[src/rtl/seq2_pkg.sv]
package seq2_pkg;

    typedef enum logic [1:0] {
        ST_RST = 2'd0,
        ST_PH1 = 2'd1,
        ST_PH2 = 2'd2,
        ST_END = 2'd3
    } seq_st_e;

    localparam int unsigned P1_UNITS = 18;
    localparam int unsigned P2_UNITS = 8;
    localparam int unsigned P1_NOUT  = 8;
    localparam int unsigned P2_NOUT  = 3;

    // window limits in units, [lo, hi); a zero-width pair never fires
    localparam int unsigned P1_LO_A [P1_NOUT] = '{1, 1, 1, 11, 1, 1, 1, 2};
    localparam int unsigned P1_HI_A [P1_NOUT] = '{10, 17, 9, 16, 18, 5, 5, 9};
    localparam int unsigned P1_LO_B [P1_NOUT] = '{0, 0, 0, 0, 0, 0, 0, 13};
    localparam int unsigned P1_HI_B [P1_NOUT] = '{0, 0, 0, 0, 0, 0, 0, 17};

    localparam int unsigned P2_LO_A [P2_NOUT] = '{1, 1, 1};
    localparam int unsigned P2_HI_A [P2_NOUT] = '{8, 8, 8};
    localparam int unsigned P2_LO_B [P2_NOUT] = '{0, 0, 0};
    localparam int unsigned P2_HI_B [P2_NOUT] = '{0, 0, 0};

endpackage

[src/rtl/seq2_count.sv]
module seq2_count #(
    parameter int unsigned CW    = 10,
    parameter int unsigned FINAL = 900
) (
    input  logic          clk,
    input  logic          rst,
    input  logic          en,
    input  logic          clr,
    output logic [CW-1:0] cnt,
    output logic          last
);

    localparam logic [CW-1:0] LAST_V = CW'(FINAL);

    typedef struct packed {
        logic [CW-1:0] cnt;
    } cnt_s;

    cnt_s cnt_d, cnt_q;

    always_comb begin
        cnt_d = cnt_q;
        if (clr) begin
            cnt_d.cnt = '0;
        end else if (en && (cnt_q.cnt != LAST_V)) begin
            cnt_d.cnt = cnt_q.cnt + 1'b1;
        end
    end

    always_ff @(posedge clk) begin
        if (rst) begin
            cnt_q <= '0;
        end else begin
            cnt_q <= cnt_d;
        end
    end

    assign cnt  = cnt_q.cnt;
    assign last = (cnt_q.cnt == LAST_V);


    cnt_hold_chk: assert property (@(posedge clk) disable iff (rst)
        (!en && !clr) |=> $stable(cnt_q.cnt));


    cnt_step_chk: assert property (@(posedge clk) disable iff (rst)
        (cnt_q.cnt != $past(cnt_q.cnt)) |->
            ((cnt_q.cnt == $past(cnt_q.cnt) + 1'b1) || (cnt_q.cnt == '0)));


    cnt_max_chk: assert property (@(posedge clk) disable iff (rst)
        cnt_q.cnt <= LAST_V);

endmodule

[src/rtl/seq2_window.sv]
module seq2_window #(
    parameter int unsigned NOUT = 1,
    parameter int unsigned TPU  = 1,
    parameter int unsigned CW   = 4,
    parameter int unsigned LO_A [NOUT] = '{default: 0},
    parameter int unsigned HI_A [NOUT] = '{default: 0},
    parameter int unsigned LO_B [NOUT] = '{default: 0},
    parameter int unsigned HI_B [NOUT] = '{default: 0}
) (
    input  logic            active,
    input  logic [CW-1:0]   cnt,
    output logic [NOUT-1:0] win
);

    for (genvar g = 0; g < NOUT; g++) begin : g_line
        localparam logic [CW-1:0] A_LO = CW'(LO_A[g] * TPU);
        localparam logic [CW-1:0] A_HI = CW'(HI_A[g] * TPU);
        localparam logic [CW-1:0] B_LO = CW'(LO_B[g] * TPU);
        localparam logic [CW-1:0] B_HI = CW'(HI_B[g] * TPU);
        logic hit_a;
        logic hit_b;
        assign hit_a  = (cnt >= A_LO) && (cnt < A_HI);
        assign hit_b  = (cnt >= B_LO) && (cnt < B_HI);
        assign win[g] = active && (hit_a || hit_b);
    end

endmodule

[src/rtl/seq2_fsm.sv]
module seq2_fsm
    import seq2_pkg::*;
(
    input  logic    clk,
    input  logic    rst,
    input  logic    p1_last,
    input  logic    p2_last,
    output seq_st_e st,
    output logic    p1_done,
    output logic    p2_done,
    output logic    p1_clr
);

    typedef struct packed {
        seq_st_e st;
        logic    d1;
        logic    d2;
    } fsm_s;

    fsm_s fsm_d, fsm_q;

    always_comb begin
        fsm_d  = fsm_q;
        p1_clr = 1'b0;
        case (fsm_q.st)
            ST_RST: fsm_d.st = ST_PH1;
            ST_PH1: begin
                if (p1_last) begin
                    fsm_d.st = ST_PH2;
                    fsm_d.d1 = 1'b1;
                    p1_clr   = 1'b1;
                end
            end
            ST_PH2: begin
                if (p2_last) begin
                    fsm_d.st = ST_END;
                    fsm_d.d2 = 1'b1;
                end
            end
            ST_END:  fsm_d.st = ST_END;
            default: fsm_d.st = ST_RST;
        endcase
    end

    always_ff @(posedge clk) begin
        if (rst) begin
            fsm_q <= '{st: ST_RST, d1: 1'b0, d2: 1'b0};
        end else begin
            fsm_q <= fsm_d;
        end
    end

    assign st      = fsm_q.st;
    assign p1_done = fsm_q.d1;
    assign p2_done = fsm_q.d2;


    leave_rst_chk: assert property (@(posedge clk) disable iff (rst)
        (fsm_q.st == ST_RST) |=> (fsm_q.st == ST_PH1));


    ph1_stay_chk: assert property (@(posedge clk) disable iff (rst)
        (fsm_q.st == ST_PH1 && !p1_last) |=> (fsm_q.st == ST_PH1));


    ph2_after_done_chk: assert property (@(posedge clk) disable iff (rst)
        (fsm_q.st == ST_PH2) |-> fsm_q.d1);


    end_hold_chk: assert property (@(posedge clk) disable iff (rst)
        (fsm_q.st == ST_END) |=> (fsm_q.st == ST_END && fsm_q.d1 && fsm_q.d2));

endmodule

[src/rtl/seq2_ctrl.sv]
module seq2_ctrl
    import seq2_pkg::*;
#(
    parameter int unsigned TICKS_PER_UNIT = 50
) (
    input  logic               clk,
    input  logic               rst,
    input  logic               run,
    output logic [P1_NOUT-1:0] p1_out,
    output logic [P2_NOUT-1:0] p2_out,
    output logic               p1_done,
    output logic               p2_done,
    output logic [1:0]         state
);

    localparam int unsigned P1_FINAL = P1_UNITS * TICKS_PER_UNIT;
    localparam int unsigned P2_FINAL = P2_UNITS * TICKS_PER_UNIT;
    localparam int unsigned MAX_FIN  = (P1_FINAL > P2_FINAL) ? P1_FINAL : P2_FINAL;
    localparam int unsigned CW       = $clog2(MAX_FIN + 1);

    seq_st_e       st_w;
    logic          p1_clr_w;
    logic          p1_last_w;
    logic          p2_last_w;
    logic [CW-1:0] cnt1_w;
    logic [CW-1:0] cnt2_w;
    logic          ph1_act;
    logic          ph2_act;

    assign ph1_act = (st_w == ST_PH1);
    assign ph2_act = (st_w == ST_PH2);

    seq2_fsm u_fsm (
        .clk     (clk),
        .rst     (rst),
        .p1_last (p1_last_w),
        .p2_last (p2_last_w),
        .st      (st_w),
        .p1_done (p1_done),
        .p2_done (p2_done),
        .p1_clr  (p1_clr_w)
    );

    seq2_count #(.CW(CW), .FINAL(P1_FINAL)) u_cnt1 (
        .clk  (clk),
        .rst  (rst),
        .en   (run && ph1_act),
        .clr  (p1_clr_w),
        .cnt  (cnt1_w),
        .last (p1_last_w)
    );

    seq2_count #(.CW(CW), .FINAL(P2_FINAL)) u_cnt2 (
        .clk  (clk),
        .rst  (rst),
        .en   (run && ph2_act),
        .clr  (1'b0),
        .cnt  (cnt2_w),
        .last (p2_last_w)
    );

    seq2_window #(
        .NOUT (P1_NOUT), .TPU (TICKS_PER_UNIT), .CW (CW),
        .LO_A (P1_LO_A), .HI_A (P1_HI_A), .LO_B (P1_LO_B), .HI_B (P1_HI_B)
    ) u_win1 (
        .active (ph1_act),
        .cnt    (cnt1_w),
        .win    (p1_out)
    );

    seq2_window #(
        .NOUT (P2_NOUT), .TPU (TICKS_PER_UNIT), .CW (CW),
        .LO_A (P2_LO_A), .HI_A (P2_HI_A), .LO_B (P2_LO_B), .HI_B (P2_HI_B)
    ) u_win2 (
        .active (ph2_act),
        .cnt    (cnt2_w),
        .win    (p2_out)
    );

    assign state = st_w;


    p1_off_chk: assert property (@(posedge clk) disable iff (rst)
        (state != 2'd1) |-> (p1_out == '0));


    p2_off_chk: assert property (@(posedge clk) disable iff (rst)
        (state != 2'd2) |-> (p2_out == '0));


    p2_from_zero_chk: assert property (@(posedge clk) disable iff (rst)
        (st_w == ST_PH1 && p1_clr_w) |=> (cnt2_w == '0 && cnt1_w == '0));

endmodule

[config.mk]
export PLATFORM = sky130hd
export DESIGN_NAME = seq2_ctrl
export DESIGN_NICKNAME = d
export VERILOG_FILES = /design/src/rtl/seq2_pkg.sv /design/src/rtl/seq2_count.sv /design/src/rtl/seq2_window.sv /design/src/rtl/seq2_fsm.sv /design/src/rtl/seq2_ctrl.sv
export SDC_FILE = /design/constraint.sdc
export NUM_CORES = 1
export LEC_CHECK = 0
export BUFFER_PORTS_ARGS = -buffer_cell sky130_fd_sc_hd__buf_2
export CAP_MARGIN = 40
export CORE_MARGIN = 8
export CORE_UTILIZATION = 35
export DETAILED_ROUTE_END_ITERATION = 16
export PLACE_DENSITY = 0.55
export RECOVER_POWER = 25
export SLEW_MARGIN = 10
export SYNTH_ARGS = -nofsm -noshare
export SYNTH_HDL_FRONTEND = slang
export SYNTH_SLANG_ARGS = --single-unit
[constraint.sdc]
create_clock -name clk -period 1.8 [get_ports clk]
set_input_delay 0.36 -clock clk [delete_from_list [all_inputs] [get_ports clk]]
set_output_delay 0.36 -clock clk [all_outputs]
set_load 0.02 [all_outputs]
; Word level (Yosys, flattened, before mapping)
; Cells that the tools add are included.
[totals]
in_bits = 3
output_inout_bits = 15
ff_bits = 24
wordCells = 73
[op_classes]
n_reduce_logical = 36
n_mux = 5
eq_ne = 9
magnitude_cmp = 16
addsub = 2
[ops]
columns = op, count
row1 = less-than comparator 10 bit (second input constant), 3
row2 = less-than comparator 10 x 9 -> 1 bit (second input constant), 3
row3 = logical AND 1 bit, 23
row4 = adder 10 x 1 -> 10 bit (second input constant), 2
row5 = greater-or-equal comparator 10 x 1 -> 1 bit (second input constant), 2
row6 = greater-or-equal comparator 10 bit (second input constant), 2
row7 = greater-or-equal comparator 10 x 6 -> 1 bit (second input constant), 2
row8 = less-than comparator 10 x 1 -> 1 bit (second input constant), 2
row9 = equality test 10 bit (second input constant), 1
row10 = equality test 10 x 9 -> 1 bit (second input constant), 1
row11 = greater-or-equal comparator 10 x 7 -> 1 bit (second input constant), 1
row12 = less-than comparator 10 x 8 -> 1 bit (second input constant), 1
row13 = != test 10 bit (second input constant), 1
row14 = != test 10 x 9 -> 1 bit (second input constant), 1
row15 = logical OR 1 bit, 8
row16 = one-hot mux 2 bit (4 select lines), 1
row17 = AND reduction 2 bit, 3
row18 = equality test 2 bit (second input constant), 2
row19 = != test 2 bit (second input constant), 2
row20 = 2-to-1 mux 3 bit, 1
row21 = equality test 2 x 1 -> 1 bit (second input constant), 1
row22 = zero test 2 bit, 1
row23 = 2-to-1 mux 1 bit, 2
row24 = 2-to-1 mux 2 bit, 1
row25 = OR reduction 2 bit, 1

; Depth between registers and ports, before layout
[depth]
ltp_word = 4
ltp_mapped = 7
depth_no_buf = 6

; Hierarchy
; A second synthesis with hierarchy kept.
[unflattened]
hier_cells = 201
hier_area_um2 = 1639.1
[by_module_without_submodules]
columns = mod, area_each_um2, cells_per_inst, seq_area_each_um2, n_inst
row1 = seq2_count at u_cnt1, 583.1, 71, 200.2, 1
row2 = seq2_count at u_cnt2, 555.5, 66, 200.2, 1
row3 = seq2_window at u_win1, 271.5, 39, 0.0, 1
row4 = seq2_fsm, 142.6, 13, 80.1, 1
row5 = seq2_window at u_win2, 52.6, 7, 0.0, 1
row6 = seq2_ctrl, 33.8, 5, 0.0, 1

; Worst setup path before layout
; No wires, ideal clock.
[synth_path]
path_type = reg2out
start = register u_fsm.fsm_q (netlist bit u_fsm.st[0])
end = output p1_out[6]
t_required_ps = 1440
t_arrival_ps = 2060
path_slack_ps = -620
n_path_buf = 1
stages_incl_launch_ff = 5
path_cell_list = dfxtp_1 > nor2b_1 > nand2_1 > nor4_1 > buf_4
[synth_via]
elab_chain_cells = 2
[synth_lines]
columns = item, line
row1 = start: declaration, seq2_fsm.sv:20  ; fsm_s fsm_d, fsm_q;
row2 = start signal: assignment, seq2_fsm.sv:47  ; fsm_q <= '{st: ST_RST, d1: 1'b0, d2: 1'b0};
row3 = start signal: assignment, seq2_fsm.sv:49  ; fsm_q <= fsm_d;
row4 = equality test 2 x 1 -> 1 bit, seq2_ctrl.sv:30  ; assign ph1_act = (st_w == ST_PH1);
row5 = logical AND 1 bit, --
row6 = end: declaration, seq2_ctrl.sv:9  ; output logic [P1_NOUT-1:0] p1_out,
; No other way between the ends.

; Worst setup path in the final report
[layout_path]
start = register u_cnt1.cnt_q (netlist bit u_cnt1.cnt[1])
end = output p1_out[7]
[layout_via]
elab_chain_cells = 4
elab_cells_between_ends = 8
classes_between = order compare: 4 / reduce/logical: 4
[layout_lines]
columns = item, line
row1 = start: declaration, seq2_count.sv:19  ; cnt_s cnt_d, cnt_q;
row2 = start signal: assignment, seq2_count.sv:34  ; cnt_q <= cnt_d;
row3 = greater-or-equal comparator 10 x 7 -> 1 bit (tied with other cells), seq2_window.sv:22  ; assign hit_a = (cnt >= A_LO) && (cnt < A_HI);
row4 = "logical AND 1 bit, on equally long branches", "seq2_window.sv:22, seq2_window.sv:23"
row5 = logical OR 1 bit *, seq2_window.sv:24  ; assign win[g] = active && (hit_a || hit_b);
row6 = logical AND 1 bit *, seq2_window.sv:24
; Every way passes the cells marked *; elsewhere a longest branch is shown, timed or not.

==> summary.txt <==
Run status
  – Status: finished with violations
  – Violated checks: setup timing

Critical path
  – Delay of the slowest cell on the worst path: 0.37 ns
  – Reg2Reg Setup Slack: 0.13 ns
  – WP data arrival: 1.60 ns
  – CP max stage cell: dfxtp_4
  – Worst setup EP type: output pin
  – Req. time, crit path: 1.44 ns
  – Worst-path cell chain: nor3_4, nor3_2, or3_4, o22ai_2, buf_6
  – Crit path max fanout: 4
  – CP Launch Type: register
  – R2R depth: 8
  – Critical path class: reg -> out

Place
  – Dpl cells: around 260
  – # port buffers: 17
  – Routability cong.: between 0.8 and 0.9
  – Dpl hpwl: 2830 um
  – DP Area: 0.00170 mm2
  – DP Worst Slack: approximately 0.0098 ns

Pwr
  – Pwr Total: 0.904 mW
  – Pwr Density: 444 mW/mm2
  – Static Leakage: 0.751 nW
  – Peak supply drop: 0.274 mV

Drt
  – Initial DRT Pass Iterations: 4
  – ANT nets after route: 0
  – Vias post-DR: 1499
  – Drc violations: 0
  – DR vias/cell: 5.47
  – Initial DRC count: 124
  – Final WL: 4220 um
  – Routed wire per std cell: 15.4 um

STA
  – Hold Worst Slack: 0.455 ns
  – Unrepaired setup endpoints after global routing: true
  – FMAX: about 510 MHz
  – Final worst setup slack: -0.158 ns
  – Slew @ Worst Pin: 0.427 ns
  – Final Hold Fails: 0
  – Crit share post-route: 109%
  – Layout Skew: 0.00593 ns
  – Tmin final: 1.96 ns
  – Post-route setup TNS: -0.681 ns
  – Max Slew Vio Count: 0
  – Relative slew slack: around 70%
  – Final setup fails: 9

Global route
  – Largest net degree at the start of global routing: 16
  – Vias in the first global route: 1475
  – GRT Util Overall: 12.9%
  – First-pass GRT wire length: 6750 um
  – Antenna violations before repair: 0
  – Grt ovf: 0

Synthesis
  – Synth Cell Area: 0.00149 mm2
  – Post-synthesis cell count: 189
  – Synthesis-stage register bit count: 24
  – Post-synth ARST share: 0%
  – Sequential element share of the synthesized area: 32.4%
  – Synth Flop Type: dfxtp_1
  – Count of yosys warnings during synthesis: 0
  – Number of synthesized flops with an enable pin: 0
  – Yosys cell types: 45
  – Mean Syn Cell Area: 7.86 um2
  – Syn_nets: 196

Finish
  – Register Area: about 520 um2
  – Final design area excluding fillers: slightly above 0.002 mm2
  – Layout Utilization: 50.2%
  – Final std cells w/o fill: 274
  – Area occupied by multi-input gates: 0.00104 mm2
  – Area growth syn-to-layout: 37.2%
  – # diodes: 0
  – # fillers: 374
  – Layout cells sized above 1: 37.9%
  – Final nets: 233

Min path
  – WHS Path Cells: 2
  – Worst Hold Class: reg -> reg

Clocking
  – Total clock sinks: 24
  – # H-tree levels: 1
  – Clock buffer depth: 2
  – CTS tree: done
  – Clk_lat worst skew: between 0.2 and 0.3 ns
  – Clock root buffer: clkbuf_8
  – CTS Buf Count: 3
  – CTS clk-pin slew, worst paths: 0.08 ns

Job
  – Max cap viols: 0

Floorplan
  – Die ar.: 0.00658 mm2
  – Die Height: a little over 80 um
  – Ports: 18
  – Die width: ~81 um
  – Row cnt: 23
  – Initial Util: 36.6%
  – Core area: 0.00406 mm2
## cell usage in the layout, fill, tap and decap left out, types with 5 or more instances in the layout
cell     synthesis  final
nor2_1          26     23
dfxtp_4          0      9
a21oi_1         11     10
nor3_1          14     10
dfxtp_2          0      5
xnor2_1         12     12
buf_6            1      7
dfxtp_1         24     10
buf_4            4     31
nand2_1         14     12
inv_1            9      9
## state kept, by name, indices dropped and copies added, names as in the netlist
signal,cells
u_fsm.p1_done,1
u_fsm.st,2
u_cnt1.cnt,10
u_fsm.p2_done,1
u_cnt2.cnt,10
## timing repair
item,in CTS,in global routing
endpoints found under the hold margin,0,0
setup endpoints to repair,11,19
buffers inserted,6,6
resized for setup,37,29
pin swaps,11,10
hold buffers,0,0
## kinds of logic after synthesis
kind of cell | after synthesis | share of synthesized area, %
adders and majority gates | 4 | 3.37
muxes | 1 | 0.674
buffers and inverters | 22 | 7.50
AOI/OAI and AO/OA | 30 | 13.1
xor gates and xnor gates | 12 | 7.08
and+or+nand+nor | 96 | 35.9
DFF | 24 | 32.4
## layer usage
metal,GRT usage (%),routed length (um),vias up
met1,15.3,1760,700
met3,3.20,189,13
met5,0,0,-
met2,22.0,2190,48
met4,5.00,78,0
li1,-,-,738
## worst paths after layout
check | startpoint | to
worst max-delay path | u_cnt1.cnt[1]$_SDFFE_PP0P_ | p1_out[7]
worst min register to register | u_fsm.p1_done$_SDFFE_PP0P_ | u_fsm.p1_done$_SDFFE_PP0P_
worst max register to register | u_cnt1.cnt[1]$_SDFFE_PP0P_ | u_cnt1.cnt[1]$_SDFFE_PP0P_
worst min-delay path | u_fsm.p1_done$_SDFFE_PP0P_ | u_fsm.p1_done$_SDFFE_PP0P_
## area by class of cell
| class | count | share of cell area (%) |
|---|---|---|
| well taps | 50 | 3.07 |
| flip-flops and latches | 24 | 25.6 |
| inverters | 9 | 1.66 |
| repair buffers | 45 | 16.8 |
| multi-input cells | 143 | 50.9 |
| clock buffers | 3 | 2.03 |
## critical path: cells and delay by family, from the launching register on
kind / cells / cell delay (ns)
compound gates: 1 / 0.18
buf+inv: 1 / 0.14
flops: 1 / 0.37
simple gates: 3 / 0.64
## power breakdown
| part | total [mW] | switching, mW | internal, mW |
|---|---|---|---|
| sequential | 0.524 | 0.00254 | 0.521 |
| combinational | 0.0656 | 0.0385 | 0.0270 |
| clock | 0.315 | 0.165 | 0.150 |
## synth_stat cells, drive strengths merged, types with 2 or more instances
library cell,n,share of area [%]
o41ai,2,1.2
nor4,8,3.4
nand4,4,1.7
or3,3,1.3
nand2b,3,1.3
nand2,14,3.5
inv,9,2.3
and3,4,1.7
ha,4,3.4
nand4b,3,1.8
nand3b,4,2.9
clkbuf,4,1.1
nor2,26,6.6
xnor2,12,7.1
o21ai,5,1.7
nor3,17,6.7
a21oi,11,3.7
dfxtp,24,32
a31oi,3,1.7
buf,9,4.1
nand3,3,1.0
nor2b,2,1.3
Power figures use the tool's default switching activity.
